File: config.mk
export PLATFORM = sky130hd
export DESIGN_NAME = irq_sticky_agg
export DESIGN_NICKNAME = d
export VERILOG_FILES = /design/src/rtl/irq_agg_pkg.sv /design/src/rtl/irq_sync_2ff.sv /design/src/rtl/irq_trig_detect.sv /design/src/rtl/irq_agg_regs.sv /design/src/rtl/irq_sticky_agg.sv
export SDC_FILE = /design/constraint.sdc
export NUM_CORES = 1
export LEC_CHECK = 0
export CAP_MARGIN = 20
export CORE_MARGIN = 2
export CORE_UTILIZATION = 60
export CTS_BUF_LIST = sky130_fd_sc_hd__clkbuf_8
export DETAILED_ROUTE_END_ITERATION = 8
export GPL_TIMING_DRIVEN = 0
export PLACE_DENSITY = 0.85
export SLEW_MARGIN = 20
export SYNTH_ARGS = -nofsm -noshare
export SYNTH_HDL_FRONTEND = slang
export SYNTH_SLANG_ARGS = --single-unit
File: constraint.sdc
create_clock -name clk -period 4.7 [get_ports clk]
set_clock_uncertainty 0.2 [all_clocks]
set_input_delay 1.41 -clock clk [delete_from_list [all_inputs] [get_ports clk]]
set_output_delay 1.41 -clock clk [all_outputs]
set_load 0.02 [all_outputs]
File: src/rtl/irq_agg_pkg.sv
package irq_agg_pkg;
    localparam int SRC_N  = 24;
    localparam int ADDR_W = 8;
    localparam int DATA_W = 32;

    localparam int OFS_PEND  = 'h10;
    localparam int OFS_MASK  = 'h18;
    localparam int OFS_MCLR  = 'h1C;
    localparam int OFS_MSET  = 'h20;
    localparam int OFS_ID0   = 'h38;
    localparam int OFS_ID1   = 'h3C;
    localparam int OFS_MODE0 = 'h5C;
    localparam int OFS_MODE1 = 'h60;

    typedef enum logic [1:0] {
        TRIG_LEVEL   = 2'b00,
        TRIG_BOTH    = 2'b01,
        TRIG_RISE    = 2'b10,
        TRIG_FALL    = 2'b11
    } trig_e;
endpackage

File: src/rtl/irq_sync_2ff.sv
module irq_sync_2ff #(
    parameter int N = 24
) (
    input  logic         clk,
    input  logic         rst_n,
    input  logic [N-1:0] raw_i,
    output logic [N-1:0] now_o,
    output logic [N-1:0] prev_o
);
    typedef struct packed {
        logic [N-1:0] meta;
        logic [N-1:0] sync;
        logic [N-1:0] prev;
    } sync_t;

    sync_t s_d, s_q;

    always_comb begin
        s_d      = s_q;
        s_d.meta = raw_i;
        s_d.sync = s_q.meta;
        s_d.prev = s_q.sync;
    end

    always_ff @(posedge clk or negedge rst_n) begin
        if (!rst_n) s_q <= '0;
        else        s_q <= s_d;
    end

    assign now_o  = s_q.sync;
    assign prev_o = s_q.prev;
endmodule

File: src/rtl/irq_trig_detect.sv
module irq_trig_detect
    import irq_agg_pkg::*;
#(
    parameter int N = 24
) (
    input  logic [N-1:0] now_i,
    input  logic [N-1:0] prev_i,
    input  logic [N-1:0] mode0_i,
    input  logic [N-1:0] mode1_i,
    output logic [N-1:0] hit_o
);
    for (genvar i = 0; i < N; i++) begin : g_src
        logic  rise_w, fall_w;
        trig_e mode_w;
        assign rise_w = now_i[i] & ~prev_i[i];
        assign fall_w = ~now_i[i] & prev_i[i];
        assign mode_w = trig_e'({mode1_i[i], mode0_i[i]});
        always_comb begin
            case (mode_w)
                TRIG_LEVEL: hit_o[i] = now_i[i];
                TRIG_BOTH:  hit_o[i] = rise_w | fall_w;
                TRIG_RISE:  hit_o[i] = rise_w;
                default:    hit_o[i] = fall_w;
            endcase
        end
    end
endmodule

File: src/rtl/irq_agg_regs.sv
module irq_agg_regs
    import irq_agg_pkg::*;
#(
    parameter int N  = 24,
    parameter int AW = 8,
    parameter int DW = 32
) (
    input  logic          clk,
    input  logic          rst_n,
    input  logic [AW-1:0] addr_i,
    input  logic          wr_i,
    input  logic [DW-1:0] wdata_i,
    input  logic [N-1:0]  hit_i,
    output logic [DW-1:0] rdata_o,
    output logic [N-1:0]  en_o,
    output logic [N-1:0]  pend_o,
    output logic [N-1:0]  mode0_o,
    output logic [N-1:0]  mode1_o,
    output logic          irq_o
);
    typedef struct packed {
        logic [N-1:0] en;
        logic [N-1:0] pend;
        logic [N-1:0] mode0;
        logic [N-1:0] mode1;
        logic         irq;
    } regs_t;

    regs_t        r_d, r_q;
    logic [N-1:0] wbits;
    logic [N-1:0] clr_w;
    logic [N-1:0] ident_w;
    logic         unused_wdata_hi;

    assign wbits           = wdata_i[N-1:0];
    assign unused_wdata_hi = ^wdata_i[DW-1:N];
    assign ident_w         = r_q.pend & r_q.en;

    always_comb begin
        r_d   = r_q;
        clr_w = '0;
        if (wr_i) begin
            case (addr_i)
                AW'(OFS_PEND):  clr_w     = wbits;
                AW'(OFS_MASK):  r_d.en    = wbits;
                AW'(OFS_MCLR):  r_d.en    = r_q.en & ~wbits;
                AW'(OFS_MSET):  r_d.en    = r_q.en | wbits;
                AW'(OFS_MODE0): r_d.mode0 = wbits;
                AW'(OFS_MODE1): r_d.mode1 = wbits;
                default: ;
            endcase
        end
        // capture beats a same-cycle clear
        r_d.pend = (r_q.pend & ~clr_w) | hit_i;
        r_d.irq  = |ident_w;
    end

    always_ff @(posedge clk or negedge rst_n) begin
        if (!rst_n) r_q <= '0;
        else        r_q <= r_d;
    end

    always_comb begin
        rdata_o = '0;
        case (addr_i)
            AW'(OFS_PEND):  rdata_o[N-1:0] = r_q.pend;
            AW'(OFS_MASK):  rdata_o[N-1:0] = r_q.en;
            AW'(OFS_ID0):   rdata_o[N-1:0] = ident_w;
            AW'(OFS_MODE0): rdata_o[N-1:0] = r_q.mode0;
            AW'(OFS_MODE1): rdata_o[N-1:0] = r_q.mode1;
            default: ;
        endcase
    end

    assign en_o    = r_q.en;
    assign pend_o  = r_q.pend;
    assign mode0_o = r_q.mode0;
    assign mode1_o = r_q.mode1;
    assign irq_o   = r_q.irq;
endmodule

File: src/rtl/irq_sticky_agg.sv
module irq_sticky_agg
    import irq_agg_pkg::*;
#(
    parameter int N  = SRC_N,
    parameter int AW = ADDR_W,
    parameter int DW = DATA_W
) (
    input  logic          clk,
    input  logic          rst_n,
    input  logic [N-1:0]  irq_src_i,
    input  logic [AW-1:0] reg_addr_i,
    input  logic          reg_wr_i,
    input  logic [DW-1:0] reg_wdata_i,
    output logic [DW-1:0] reg_rdata_o,
    output logic          irq_o
);
    logic [N-1:0] now_w, prev_w, hit_w;
    logic [N-1:0] en_w, pend_w, mode0_w, mode1_w;

    irq_sync_2ff #(.N(N)) u_sync (
        .clk    (clk),
        .rst_n  (rst_n),
        .raw_i  (irq_src_i),
        .now_o  (now_w),
        .prev_o (prev_w)
    );

    irq_trig_detect #(.N(N)) u_detect (
        .now_i   (now_w),
        .prev_i  (prev_w),
        .mode0_i (mode0_w),
        .mode1_i (mode1_w),
        .hit_o   (hit_w)
    );

    irq_agg_regs #(.N(N), .AW(AW), .DW(DW)) u_regs (
        .clk     (clk),
        .rst_n   (rst_n),
        .addr_i  (reg_addr_i),
        .wr_i    (reg_wr_i),
        .wdata_i (reg_wdata_i),
        .hit_i   (hit_w),
        .rdata_o (reg_rdata_o),
        .en_o    (en_w),
        .pend_o  (pend_w),
        .mode0_o (mode0_w),
        .mode1_o (mode1_w),
        .irq_o   (irq_o)
    );
endmodule

==> flow_summary.yaml <==
yosys:
  synth-compound-area-share_pct: 17.1
  synth-edff-count: 0
  syn_area_sq_mm: 0.00819
  ys_warn_count: 0
  synth_top_area_cell: "dfrtp_1"
  ys_async_sr_fraction_pct: 100
  synth_fa_ha_area_share_pct: 7.33
  synth_top_area_share_pct: 51.6
  synth_cell_types: 42
  netlist_instances: 681
  synthSimpleGateAreaFrac_pct: 7.30
  synth.area.mux_share_pct: 11.4
  synth_area_leaders: "dfrtp_1 (52%), ha_1 (7.3%), mux2_4 (7.3%)"
  yosys.area_share.xor_xnor_pct: 0
  avgSynthCellArea_sq_um: 12.0
  synth_top_family_by_area: "compound AO/OA/AOI/OAI gates"
  ys_ff_latch: 169
  seq_area_frac_synth_pct: 51.6
  synth_top_flop_cell: "dfrtp_1"
timing:
  fin_crit_ns: 4.66
  period_share_pct: 99.1
  setup_viol: 0
  worstMarginPinSlew_ns: 0.582
  drv_slew: 0
  hold_viol_final: 0
  setup_ws_ns: 0.0424
  grt_setup_unrepaired: "false"
  slew_headroom_pct: 61.2
  fmax_mhz: 215
  whs_ns: 0.151
floorplan:
  dieArea_sq_mm: 0.0146
  pin_count: 100
  die_x_microns: 121
  start_util_pct: 61.6
  fp-row-count: 42
  die_height_microns: 121
  core_sq_mm: 0.0133
setup_path:
  worstSetupStartpoint: "reg_addr_i[5]"
  worst-endpoint-required_ns: 3.09
  cp_num_buf_inv: 5
  path_max_fanout: 10
  critPathSlowestCell: "clkbuf_2"
  crit_chain: "dlygate4sd2_1 > clkbuf_8 > buf_12 > nor2_2 > clkbuf_2 > a32oi_1 > o21ai_1 > buf_4"
  cpPeakStageDelay_ns: 0.33
  path_class: "input port to primary output"
  end_kind: "primary output"
  worstPathArrival_ns: 3.05
  crit_path_start_kind: "input port"
  reg2reg_slack_ns: 3.12
  rr_startpoint: "u_sync.now_o[23]"
  cp_top_family: "buffers and inverters"
pwr:
  leakage_nw: 4.49
  ir_drop_mv: 0.221
  p_per_area_mw_per_mm2: 297
grt:
  grt_util_all_layers_pct: 28.7
  grt_pass1_wl_mm: 32.2
  antenna_found_initial: 0
  grt_pass1_vias: 6284
  grt-ovfl-total: 0
  grt_max_degree: 96
flow_run:
  cap_viol_max_count: 0
layout:
  nNetsFinal: 919
  drive_above_1_share_pct: 21.3
  final_cell_mix: "dfrtp_1 (169), clkdlybuf4s50_1 (50), inv_1 (49)"
  finalNonFillerCells: 993
  diodes: 0
  layout_commonest_cell: "dfrtp_1"
  area_growth_pct: 20.1
clock_network:
  cts_tree: "yes"
  cts_max_level: 4
  path_clk_slew_ns: 0.09
  cts_hold_buf: 0
  cts_sinks: 169
  cts-buffers-inserted: 17
  cts-root-buf: "clkbuf_8"
  cts_max_path_buffers: 2
  clk_latency_ns: 0.49
placed_design:
  place_inst: 948
  dp_slack_ns: -1.20
  dp_hpwl_mm: 13.1
  port_buffers: 83
  finalWeightedCongestion: 0.905
routing:
  ant_nets: 0
  num_vias: 6168
  avgRoutedWirePerCell_microns: 20.0
  first_pass_iters: 6
  drt_iter0_markers: 563
  drc: 0
  viasPerCell: 6.21
  wirelength_mm: 19.9
outcome:
  status: "completed"
hold_path:
  hp-class: "flop to flop"
  worstHoldStart: "u_sync.s_d[32]"
==> worst paths after layout <==
path                                          end  depth (start not counted)
worst max register to register  u_regs.pend_o[23]                          4
worst max-delay path              reg_rdata_o[13]                          8
worst min register to register    u_sync.now_o[8]                          0
max in group asynchronous        u_sync.now_o[11]                          2
worst min-delay path              u_sync.now_o[8]                          0
min in group asynchronous        u_sync.now_o[17]                          1
==> routing by layer <==
| metal | track usage [%] | routed length, microns | vias up |
|---|---|---|---|
| met2 | 45.5 | 9530 | 294 |
| met4 | 16.1 | 860 | 0 |
| met1 | 37.3 | 8080 | 3085 |
| met3 | 5.47 | 1420 | 70 |
| met5 | 0 | 0 | - |
| li1 | - | - | 2719 |
==> worst reg2reg max path, delay by kind of cell, from the launching register on <==
kind                       cells  cell delay, ns
adders and majority gates      1            0.19
muxes                          1            0.26
buffers and inverters          1            0.06
DFF                            1            0.41
AOI/OAI and AO/OA              1            0.34
==> power breakdown <==
part           switching (mW)  leakage (nW)  internal (mW)
Clock                   0.553         0.188          0.471
Sequential             0.0667          2.05           1.52
Combinational           0.157          2.26          0.154
==> cell families (layout without fill, tap and decap cells) <==
group / Yosys count / in the layout
AND/OR/NAND/NOR: 119 / 119
multiplexers: 72 / 72
flip-flops: 169 / 169
adder cells (fa/ha/maj): 48 / 48
AO/OA/AOI/OAI: 183 / 183
other: 1 / 8
buffers and inverters: 89 / 218
==> final cells by class <==
cell class / instances / area [sq um]
timing repair buffer: 98 / 913
buffer: 39 / 314
tap: 176 / 220
multi-input combinational: 430 / 3590
inverter: 49 / 184
clock buffer: 17 / 234
clock inverter: 15 / 150
fill: 872 / 3460
sequential: 169 / 4230
==> cells in the mapped netlist, types with 2 or more instances <==
master and n:
buf_4 8, mux2i_1 23, ha_1 48, nand3_1 2
or3b_1 2, dfrtp_1 169, o21ai_0 47, mux2_4 40
or2b_1 2, mux2_2 9, inv_1 49, buf_2 12
nand2_1 47, o31ai_1 24, a22o_1 25, a221o_1 24
nor2_1 28, a22oi_1 34, nand4_1 3, buf_6 6
a32oi_1 24, nor3b_1 2, clkbuf_1 12, nand2b_1 23
==> state kept, by name (all words and copies together), names as in the netlist <==
| signal | count |
|---|---|
| u_regs.pend_o | 24 |
| u_regs.mode1_o | 24 |
| u_sync.s_d | 24 |
| u_sync.now_o | 24 |
| u_regs.mode0_o | 24 |
| u_sync.prev_o | 24 |
| u_regs.irq_o | 1 |
| u_regs.en_o | 24 |
==> per-stage QoR <==
step                setup TNS [ns]  util, %  power [mW]  area (sq um)
floorplan                        0        -        1.76          8220
global placement           -785.93     69.7        1.89          9270
detailed placement          -24.81     70.0        1.92          9300
CTS                              0     73.9        2.93          9820
global route                     0     74.0        3.04          9840
finish                           0     74.0        2.93          9840
==> repair_timing <==
item                                    in CTS  in global routing
endpoints found under the setup margin      24                 22
setup buffers                                8                  3
gates resized for setup                    175                 13
pin swaps                                    3                  3
cloned                                       3                  0
(Power assumes the default switching activity.)
